<file path="config.mk">
export PLATFORM = sky130hd
export DESIGN_NAME = lcd_scan_ctrl
export DESIGN_NICKNAME = d
export VERILOG_FILES = /design/src/rtl/lcd_scan_pkg.sv /design/src/rtl/lcd_cfg_shadow.sv /design/src/rtl/lcd_scan_counters.sv /design/src/rtl/lcd_pixel_out.sv /design/src/rtl/lcd_scan_ctrl.sv
export SDC_FILE = /design/constraint.sdc
export NUM_CORES = 1
export LEC_CHECK = 0
export ABC_CLOCK_PERIOD_IN_PS = 6400
export BUFFER_PORTS_ARGS = -buffer_cell sky130_fd_sc_hd__clkbuf_2
export CORE_UTILIZATION = 60
export CTS_BUF_LIST = sky130_fd_sc_hd__clkbuf_2
export DETAILED_ROUTE_END_ITERATION = 10
export GPL_ROUTABILITY_DRIVEN = 1
export PLACE_DENSITY = 0.84
export SLEW_MARGIN = 20
export SYNTH_ARGS = -nofsm -noshare
export SYNTH_HDL_FRONTEND = slang
export SYNTH_SLANG_ARGS = --single-unit
export TNS_END_PERCENT = 1
</file>
<file path="constraint.sdc">
create_clock -name clk -period 6.4 [get_ports clk]
set_clock_uncertainty 0.2 [all_clocks]
set_input_delay 1.28 -clock clk [delete_from_list [all_inputs] [get_ports clk]]
set_output_delay 1.28 -clock clk [all_outputs]
set_load 0.02 [all_outputs]
</file>
<file path="src/rtl/lcd_scan_pkg.sv">
package lcd_scan_pkg;
  localparam int CODE_W    = 6;
  localparam int UNIT_LOG2 = 4;
  localparam int COL_W     = CODE_W + UNIT_LOG2 + 1;
  localparam int TOTAL_W   = 2 * (CODE_W + UNIT_LOG2) + 1;

  // pixels in one line for a given width code
  function automatic logic [COL_W-1:0] line_pixels(input logic [CODE_W-1:0] code);
    logic [COL_W-1:0] units;
    units = COL_W'(code) + COL_W'(1);
    return units << UNIT_LOG2;
  endfunction

  function automatic logic line_last(input logic [COL_W-1:0] col,
                                     input logic [CODE_W-1:0] code);
    return col == (line_pixels(code) - COL_W'(1));
  endfunction

  function automatic logic frame_last(input logic [TOTAL_W-1:0] pos,
                                      input logic [TOTAL_W-1:0] total);
    return pos == (total - TOTAL_W'(1));
  endfunction
endpackage

</file>
<file path="src/rtl/lcd_cfg_shadow.sv">
module lcd_cfg_shadow
  import lcd_scan_pkg::*;
(
  input  logic               clk,
  input  logic               rst_n,
  input  logic               at_boundary,
  input  logic               take,
  input  logic [CODE_W-1:0]  cfg_code,
  input  logic [TOTAL_W-1:0] cfg_total,
  output logic [CODE_W-1:0]  act_code,
  output logic [TOTAL_W-1:0] act_total,
  output logic [CODE_W-1:0]  cur_code,
  output logic [TOTAL_W-1:0] cur_total
);
  // at a frame boundary the live inputs govern the first pixel
  assign cur_code  = at_boundary ? cfg_code  : act_code;
  assign cur_total = at_boundary ? cfg_total : act_total;

  always_ff @(posedge clk or negedge rst_n) begin
    if (!rst_n) begin
      act_code  <= '0;
      act_total <= '0;
    end else if (take) begin
      act_code  <= cfg_code;
      act_total <= cfg_total;
    end
  end
endmodule

</file>
<file path="src/rtl/lcd_scan_counters.sv">
module lcd_scan_counters
  import lcd_scan_pkg::*;
(
  input  logic               clk,
  input  logic               rst_n,
  input  logic               step,
  input  logic [CODE_W-1:0]  cur_code,
  input  logic [TOTAL_W-1:0] cur_total,
  output logic [COL_W-1:0]   col_q,
  output logic [TOTAL_W-1:0] pos_q,
  output logic               at_boundary,
  output logic               line_first
);
  logic end_of_frame;
  logic end_of_line;

  assign at_boundary  = (pos_q == '0);
  assign line_first   = (col_q == '0);
  assign end_of_frame = frame_last(pos_q, cur_total);
  assign end_of_line  = line_last(col_q, cur_code);

  always_ff @(posedge clk or negedge rst_n) begin
    if (!rst_n) begin
      pos_q <= '0;
      col_q <= '0;
    end else if (step) begin
      if (end_of_frame) begin
        pos_q <= '0;
        col_q <= '0;
      end else begin
        pos_q <= pos_q + TOTAL_W'(1);
        col_q <= end_of_line ? '0 : col_q + COL_W'(1);
      end
    end
  end
endmodule

</file>
<file path="src/rtl/lcd_pixel_out.sv">
module lcd_pixel_out #(
  parameter int DATA_W = 16
) (
  input  logic              clk,
  input  logic              rst_n,
  input  logic              due,
  input  logic              line_first,
  input  logic              frame_first,
  input  logic              fifo_empty,
  input  logic [DATA_W-1:0] fifo_data,
  output logic              fifo_rd,
  output logic              underflow_evt,
  output logic [DATA_W-1:0] pix_data,
  output logic              pix_valid,
  output logic              line_start,
  output logic              frame_start,
  output logic              underflow
);
  assign fifo_rd       = due & ~fifo_empty;
  assign underflow_evt = due & fifo_empty;

  always_ff @(posedge clk or negedge rst_n) begin
    if (!rst_n) begin
      pix_data    <= '0;
      pix_valid   <= 1'b0;
      line_start  <= 1'b0;
      frame_start <= 1'b0;
      underflow   <= 1'b0;
    end else begin
      pix_valid   <= due;
      line_start  <= due & line_first;
      frame_start <= due & frame_first;
      pix_data    <= fifo_rd ? fifo_data : '0;
      underflow   <= underflow | underflow_evt;
    end
  end
endmodule

</file>
<file path="src/rtl/lcd_scan_ctrl.sv">
module lcd_scan_ctrl
  import lcd_scan_pkg::*;
#(
  parameter int DATA_W = 16
) (
  input  logic               clk,
  input  logic               rst_n,
  input  logic [CODE_W-1:0]  cfg_width_code,
  input  logic [TOTAL_W-1:0] cfg_total_pixels,
  input  logic               pix_ce,
  input  logic [DATA_W-1:0]  fifo_data,
  input  logic               fifo_empty,
  output logic               fifo_rd,
  output logic [DATA_W-1:0]  pix_data,
  output logic               pix_valid,
  output logic               line_start,
  output logic               frame_start,
  output logic               underflow
);
  // named internal events, also used by the checker
  logic [CODE_W-1:0]  act_code;
  logic [TOTAL_W-1:0] act_total;
  logic [CODE_W-1:0]  cur_code;
  logic [TOTAL_W-1:0] cur_total;
  logic [COL_W-1:0]   col_q;
  logic [TOTAL_W-1:0] pos_q;
  logic               at_boundary;
  logic               line_first;
  logic               frame_take;
  logic               pixel_due;
  logic               underflow_evt;

  assign frame_take = pix_ce & at_boundary;
  assign pixel_due  = pix_ce & (cur_total != '0);

  lcd_cfg_shadow u_shadow (
    .clk         (clk),
    .rst_n       (rst_n),
    .at_boundary (at_boundary),
    .take        (frame_take),
    .cfg_code    (cfg_width_code),
    .cfg_total   (cfg_total_pixels),
    .act_code    (act_code),
    .act_total   (act_total),
    .cur_code    (cur_code),
    .cur_total   (cur_total)
  );

  lcd_scan_counters u_count (
    .clk         (clk),
    .rst_n       (rst_n),
    .step        (pixel_due),
    .cur_code    (cur_code),
    .cur_total   (cur_total),
    .col_q       (col_q),
    .pos_q       (pos_q),
    .at_boundary (at_boundary),
    .line_first  (line_first)
  );

  lcd_pixel_out #(.DATA_W(DATA_W)) u_out (
    .clk           (clk),
    .rst_n         (rst_n),
    .due           (pixel_due),
    .line_first    (line_first),
    .frame_first   (at_boundary),
    .fifo_empty    (fifo_empty),
    .fifo_data     (fifo_data),
    .fifo_rd       (fifo_rd),
    .underflow_evt (underflow_evt),
    .pix_data      (pix_data),
    .pix_valid     (pix_valid),
    .line_start    (line_start),
    .frame_start   (frame_start),
    .underflow     (underflow)
  );
endmodule

</file>
==> out/metrics.cfg, run 1 <==
[timing]
timing.max_slew.rel_slack = 0.353
rsz0062_at_grt = no
worst-slew-pin-transition_ns = 0.970
worst_hold_slack_ns = 0.296
final.setup.tns_ns = 0
finalMaxSlewViolations = 0
finalCriticalPeriod_ns = 5.56
setup_slack_ns = 0.844
timing.final.hold_violations = 0
post-route-period-util = 0.868
setup_violations = 0
fmax_ghz = 0.180

[clocking]
cts_sinks = 79
clock_tree.buffer_depth = 2
htree_num_levels = 3
clk_pin_slew_ns = 0.27
clock_tree_from_tritoncts = yes
clock_latency_ns = 0.57
postCtsSetupBuffers = 0
post_cts_resized = 0
cts-hold-fix-buffers = 0
cts_root_buf = sky130_fd_sc_hd__clkbuf_2
cts_inserted_buffers = 9

[global_route]
gr-total-overflow = 0
grt_first_pass_wirelength_um = 24000
grt.total_usage = 0.316
antenna_found_initial = 0
grt_start_max_net_pins = 80
grt_pass1_vias = 4925

[job]
timing.max_cap.violations = 0

[logic_synthesis]
asyncSetResetFlopFracSynth = 1.00
post_synth.cell_area_avg_um2 = 8.87
synth-edff-count = 0
sequential_element_share_of_the_synthesized_area = 0.366
synthesis.yosys.warnings = 0
synth_cells = 609
dominantRegCellSynth = sky130_fd_sc_hd__dfrtp_1
synth_area_um2 = 5400
synth_seq_cells = 79
netlist-cell-type-count = 63
postSynthNetCount = 664

[finish]
area_growth_syn_to_layout_pct = 9.96
layoutNonFillerInstCount = 777
fin_nets = 719
fraction_of_final_layout_cells_sized_beyond_drive_strength_1 = 0.203
antenna_cells = 0
fill_cells = 707

[placed_design]
place_inst = 761
routabilityCongestion = 0.966
input_output_buffers = 67
pre_cts_ws_ns = 0.985
detailed_place_hpwl_um = 10600

[pwr]
p_total_mw = 0.882
vdd_drop_max_uv = 136
cellLeakagePower_nw = 2.71
p_per_area_nw_per_um2 = 149

[worst_setup_path]
worstSetupPathType = reg -> reg
crit_required_ns = 6.68
worstPathMaxFanout = 21
r2r.worst_path.cells = 17
arrival_ns = 5.84
cp-end-kind = flip-flop
start_kind = flip-flop

[die]
rows = 34
die_area_um2 = 9390
die_height_um = 96.9
floorplan.core_area_um2 = 8720
ioPinCount = 68
fp.dieW_um = 96.9
initial_core_util = 0.619

[drt]
drt_iter0_markers = 492
antenna_violating_nets_left = 0
drt_pre_antenna_iters = 5
dr_total_vias = 5138
remaining_drc_errors = 0
avg_vias_per_cell = 6.61
post_drt_wl_per_cell_um = 18.6
route.final.wire_length_um = 14500

[outcome]
status = completed

[hold_path]
min_path_cells = 1
type_of_the_tightest_min_delay_check = reg -> reg

-- stage by stage --
stage	utilization	area, um2
after detailed placement	0.667	5820
after global placement	0.667	5820
after floorplan	-	5400
final	0.681	5940
after global routing	0.681	5940
after CTS	0.681	5940
-- where the power goes --
| part | internal, mW | switching [mW] | leakage, nW | total, mW |
|---|---|---|---|---|
| registers | 0.506 | 0.0108 | 1.03 | 0.517 |
| logic | 0.0256 | 0.0431 | 1.61 | 0.0687 |
| clock network | 0.0954 | 0.201 | 0.0725 | 0.296 |
| total | 0.627 | 0.255 | 2.71 | 0.882 |
-- critical path, stage by stage, from the launching register on --
cell	delay [ns]
sky130_fd_sc_hd__dfrtp_1	0.48
sky130_fd_sc_hd__inv_1	0.12
sky130_fd_sc_hd__ha_1	0.16
sky130_fd_sc_hd__nor4b_1	0.31
sky130_fd_sc_hd__nand3_1	0.34
sky130_fd_sc_hd__nor2_1	0.26
sky130_fd_sc_hd__mux2i_1	0.29
sky130_fd_sc_hd__ha_1	0.36
sky130_fd_sc_hd__nor3b_1	0.28
sky130_fd_sc_hd__nand3_1	0.21
sky130_fd_sc_hd__a2111oi_0	0.45
sky130_fd_sc_hd__a21oi_1	0.14
sky130_fd_sc_hd__a311oi_1	0.30
sky130_fd_sc_hd__nand4_1	0.18
sky130_fd_sc_hd__a2111oi_4	0.51
sky130_fd_sc_hd__nand2_2	0.41
sky130_fd_sc_hd__nand3_1	0.32
sky130_fd_sc_hd__o22ai_1	0.14
-- flip-flops by register name, summed over array words and instances, names as in the netlist --
signal,count
u_count.col_q,11
u_out.pix_valid,1
u_count.pos_q,21
u_out.pix_data,16
u_shadow.act_code,6
u_out.line_start,1
u_shadow.act_total,21
u_out.underflow,1
u_out.frame_start,1
-- synth_stat cells, drive strengths merged (10+ instances only) --
master | instances | share of area
o31ai | 11 | 0.015
nand3 | 45 | 0.042
mux2i | 12 | 0.022
a211oi | 10 | 0.014
nand4 | 21 | 0.024
a21oi | 30 | 0.028
clkbuf | 19 | 0.013
nand2 | 33 | 0.024
o21ai | 27 | 0.025
a31oi | 10 | 0.012
buf | 12 | 0.011
inv | 28 | 0.019
nor2 | 32 | 0.024
and3 | 15 | 0.017
nor4 | 18 | 0.028
o22ai | 10 | 0.012
and2 | 18 | 0.021
nor3 | 26 | 0.025
dfrtp | 79 | 0.37
xor2 | 12 | 0.019
xnor2 | 28 | 0.045
mux2 | 28 | 0.058
-- final cells by class --
type                    instances  area (um2)  area share
clock buffers                   9        45.0     0.00758
clock inverters                 7        78.8      0.0133
flip-flops and latches         79        1980       0.333
multi-input cells             470        3200       0.538
well taps                     108         135      0.0228
inverters                      29         109      0.0183
repair buffers                 75         398      0.0670
-- placed cells by master, fill, tap and decap left out, types with 9 or more instances in the layout --
cell type	n
sky130_fd_sc_hd__o22ai_1	10
sky130_fd_sc_hd__nand4_1	21
sky130_fd_sc_hd__xor2_1	12
sky130_fd_sc_hd__mux2_2	28
sky130_fd_sc_hd__o31ai_1	10
sky130_fd_sc_hd__buf_4	9
sky130_fd_sc_hd__mux2i_1	12
sky130_fd_sc_hd__nor2_1	31
sky130_fd_sc_hd__a21oi_1	30
sky130_fd_sc_hd__xnor2_1	28
sky130_fd_sc_hd__nor3_1	25
sky130_fd_sc_hd__nor4_1	15
sky130_fd_sc_hd__a211oi_1	10
sky130_fd_sc_hd__inv_1	28
sky130_fd_sc_hd__nand3_1	45
sky130_fd_sc_hd__o21ai_0	27
sky130_fd_sc_hd__a31oi_1	10
sky130_fd_sc_hd__clkbuf_2	75
sky130_fd_sc_hd__and3_1	15
sky130_fd_sc_hd__and2_1	18
sky130_fd_sc_hd__dfrtp_1	79
sky130_fd_sc_hd__nand2_1	30
-- final timing paths --
path | from | to | slack [ns]
setup reg to reg | u_count.pos_q[0] | u_count.col_q[2] | 0.84
min in group asynchronous | rst_n | u_shadow.act_total[11] | 0.61
hold reg to reg | u_out.underflow | u_out.underflow | 0.30
hold / removal | u_out.underflow | u_out.underflow | 0.30
setup / recovery | u_count.pos_q[0] | u_count.col_q[2] | 0.84
max in group asynchronous | rst_n | u_count.col_q[1] | 4.73
-- metal layers --
metal | vias to the layer above | track usage | wire length, um
met1 | 2415 | 0.427 | 6020
li1 | 2370 | - | -
met2 | 298 | 0.498 | 6690
met4 | 0 | 0.121 | 418
met5 | - | 0 | 0
met3 | 55 | 0.0658 | 1320
-- cells by family (layout without fill, tap and decap cells) --
kind of cell | Yosys count | count (layout) | share of synthesized area
buf+inv | 60 | 120 | 0.0447
flops | 79 | 79 | 0.366
mux | 40 | 40 | 0.0806
fa+ha+maj | 8 | 8 | 0.0185
compound gates | 136 | 136 | 0.170
simple gates | 246 | 246 | 0.255
xor+xnor | 40 | 40 | 0.0649
Note: power is estimated with default switching activity, not from simulation.
==> run 2: changes to the inputs <==
--- a/config.mk
+++ b/config.mk
@@ -7,11 +7,11 @@
 export LEC_CHECK = 0
 export ABC_CLOCK_PERIOD_IN_PS = 6400
 export BUFFER_PORTS_ARGS = -buffer_cell sky130_fd_sc_hd__clkbuf_2
-export CORE_UTILIZATION = 60
+export CORE_UTILIZATION = 45
 export CTS_BUF_LIST = sky130_fd_sc_hd__clkbuf_2
 export DETAILED_ROUTE_END_ITERATION = 10
 export GPL_ROUTABILITY_DRIVEN = 1
-export PLACE_DENSITY = 0.84
+export PLACE_DENSITY = 0.66
 export SLEW_MARGIN = 20
 export SYNTH_ARGS = -nofsm -noshare
 export SYNTH_HDL_FRONTEND = slang
==> out/metrics.cfg, run 2 (synthesis gave the netlist of run 1 again) <==
[finish]
fin_nets = 719
fraction_of_final_layout_cells_sized_beyond_drive_strength_1 = 0.204
layoutNonFillerInstCount = 813
stdcell_area_um2 = 5970
reg_top3 = u_count.pos_q: 21 flops, u_shadow.act_total: 21 flops, u_out.pix_data: 16 flops
area_growth_syn_to_layout_pct = 10.5
mostFrequentLayoutCell = sky130_fd_sc_hd__dfrtp_1
layout_common_cells = sky130_fd_sc_hd__dfrtp_1, sky130_fd_sc_hd__clkbuf_2, sky130_fd_sc_hd__nand3_1

[clocking]
htree_num_levels = 3
cts-hold-fix-buffers = 0
clock_latency_ns = 0.60
cts_root_buf = sky130_fd_sc_hd__clkbuf_2
cts_inserted_buffers = 9
postCtsSetupBuffers = 0
post_cts_resized = 0
clock_tree.buffer_depth = 2
clock_tree_from_tritoncts = yes
clk_pin_slew_ns = 0.24
cts_sinks = 79

[global_route]
grt_start_max_net_pins = 80
antenna_found_initial = 2
grt_pass1_vias = 4745
grt_first_pass_wirelength_um = 24400
gr-total-overflow = 0
grt.total_usage = 0.249

[drt]
drt_iter0_markers = 472
dr_total_vias = 5057
route.final.wire_length_um = 15000
post_drt_wl_per_cell_um = 18.4
antenna_violating_nets_left = 0
drt_pre_antenna_iters = 9
avg_vias_per_cell = 6.22
remaining_drc_errors = 4

[pwr]
cellInternalPower_mw = 0.622
p_sw_mw = 0.235
p_total_mw = 0.857
power.share.switching = 0.274
power_frac_comb = 0.080
cellLeakagePower_nw = 2.71
power_frac_clock = 0.318
vdd_drop_max_uv = 98.3
power.share.sequential = 0.602
p_per_area_nw_per_um2 = 144

[timing]
setup_violations = 0
finalMaxSlewViolations = 0
finalCriticalPeriod_ns = 5.58
worst-slew-pin-transition_ns = 0.742
fmax_ghz = 0.179
timing.max_slew.rel_slack = 0.503
timing.final.hold_violations = 0
rsz0062_at_grt = no
post-route-period-util = 0.871
final.setup.tns_ns = 0
setup_slack_ns = 0.825

[die]
die_height_um = 112
initial_core_util = 0.467
floorplan.core_area_um2 = 11600
die_area_um2 = 12400
ioPinCount = 68
rows = 39
fp.dieW_um = 112

[hold_path]
type_of_the_tightest_min_delay_check = reg -> reg

[worst_setup_path]
worst_r2r_setup_slack_ns = 0.82
worst_setup_path_endpoint = u_count.col_q[0]
r2r.worst_path.cells = 18
worstSetupPathType = reg -> reg
cp_slowest_stage_delay_ns = 0.59
cells_traversed_along_the_worst_timing_path = inv_1, ha_1, nor4b_1, nand3_1, buf_4, o21ai_0, and2_1, ha_1, nor3b_1, nand3_1, a2111oi_0, a21oi_1, a311oi_1, nand4_1, a2111oi_4, nand2_2, nand3_1, o21ai_0
r2r_start = u_count.pos_q[1]
worstPathMaxFanout = 21
critical_path.slowest_cell = sky130_fd_sc_hd__a2111oi_4
cp-end-kind = flip-flop
arrival_ns = 5.83
crit_required_ns = 6.66
cp_common_cell = sky130_fd_sc_hd__nand3_1
start_kind = flip-flop
rr_endpoint = u_count.col_q[0]
cp-startpoint = u_count.pos_q[1]

[placed_design]
detailed_place_hpwl_um = 10900
input_output_buffers = 67
pre_cts_ws_ns = 0.943
place_inst = 796
placement.cell_area_um2 = 5860
routabilityCongestion = 0.945

[outcome]
status = finished, violations left
violated_checks = DRC

[job]
timing.max_cap.violations = 0

-- run 2: worst min path at each step --
stage	start	to	slack, ns	depth (start not counted)
final	u_out.underflow	u_out.underflow	0.29	1
after global routing	u_out.underflow	u_out.underflow	0.31	1
after CTS	u_out.underflow	u_out.underflow	0.30	1
after detailed placement	u_out.underflow	u_out.underflow	0.25	1
after global placement	u_out.underflow	u_out.underflow	0.24	1
after floorplan	u_shadow.act_total[20]	u_shadow.act_total[20]	0.30	1
-- run 2: cell type report --
| cell class | instances | area [um2] |
|---|---|---|
| clock inverters | 4 | 47.5 |
| diodes | 2 | 5.00 |
| inverters | 29 | 109 |
| fillers | 1093 | 5590 |
| clock buffers | 11 | 55.1 |
| multi-input cells | 470 | 3200 |
| flip-flops and latches | 79 | 1980 |
| repair buffers | 75 | 402 |
| well taps | 143 | 179 |
-- run 2: per-stage QoR --
step | hold WS [ns] | utilization
finish | 0.289 | 0.516
global route | 0.309 | 0.516
CTS | 0.298 | 0.516
detailed placement | 0.246 | 0.507
global placement | 0.241 | 0.507
floorplan | 0.297 | -
-- run 2: metal layers --
metal / part of all wire / track usage / vias to the layer above
met5: 0 / 0 / -
met4: 0.023 / 0.0946 / 0
met3: 0.080 / 0.0474 / 33
met2: 0.46 / 0.394 / 237
met1: 0.44 / 0.338 / 2423
li1: - / - / 2364
-- run 2: power by group through the flow --
stage               clock network (mW)  registers, mW  logic [mW]
global route                     0.303          0.518      0.0770
finish                           0.272          0.516      0.0687
detailed placement                   0          0.525      0.0681
CTS                              0.284          0.516      0.0687
global placement                     0          0.524      0.0664
floorplan                            0          0.520      0.0300
-- run 2: critical path: cells and delay by family, from the launching register on --
family                     cells  cell delay, ns
AOI/OAI and AO/OA              6            1.91
buffers and inverters          2            0.33
adders and majority gates      2            0.45
DFF                            1            0.48
and+or+nand+nor                8            2.07
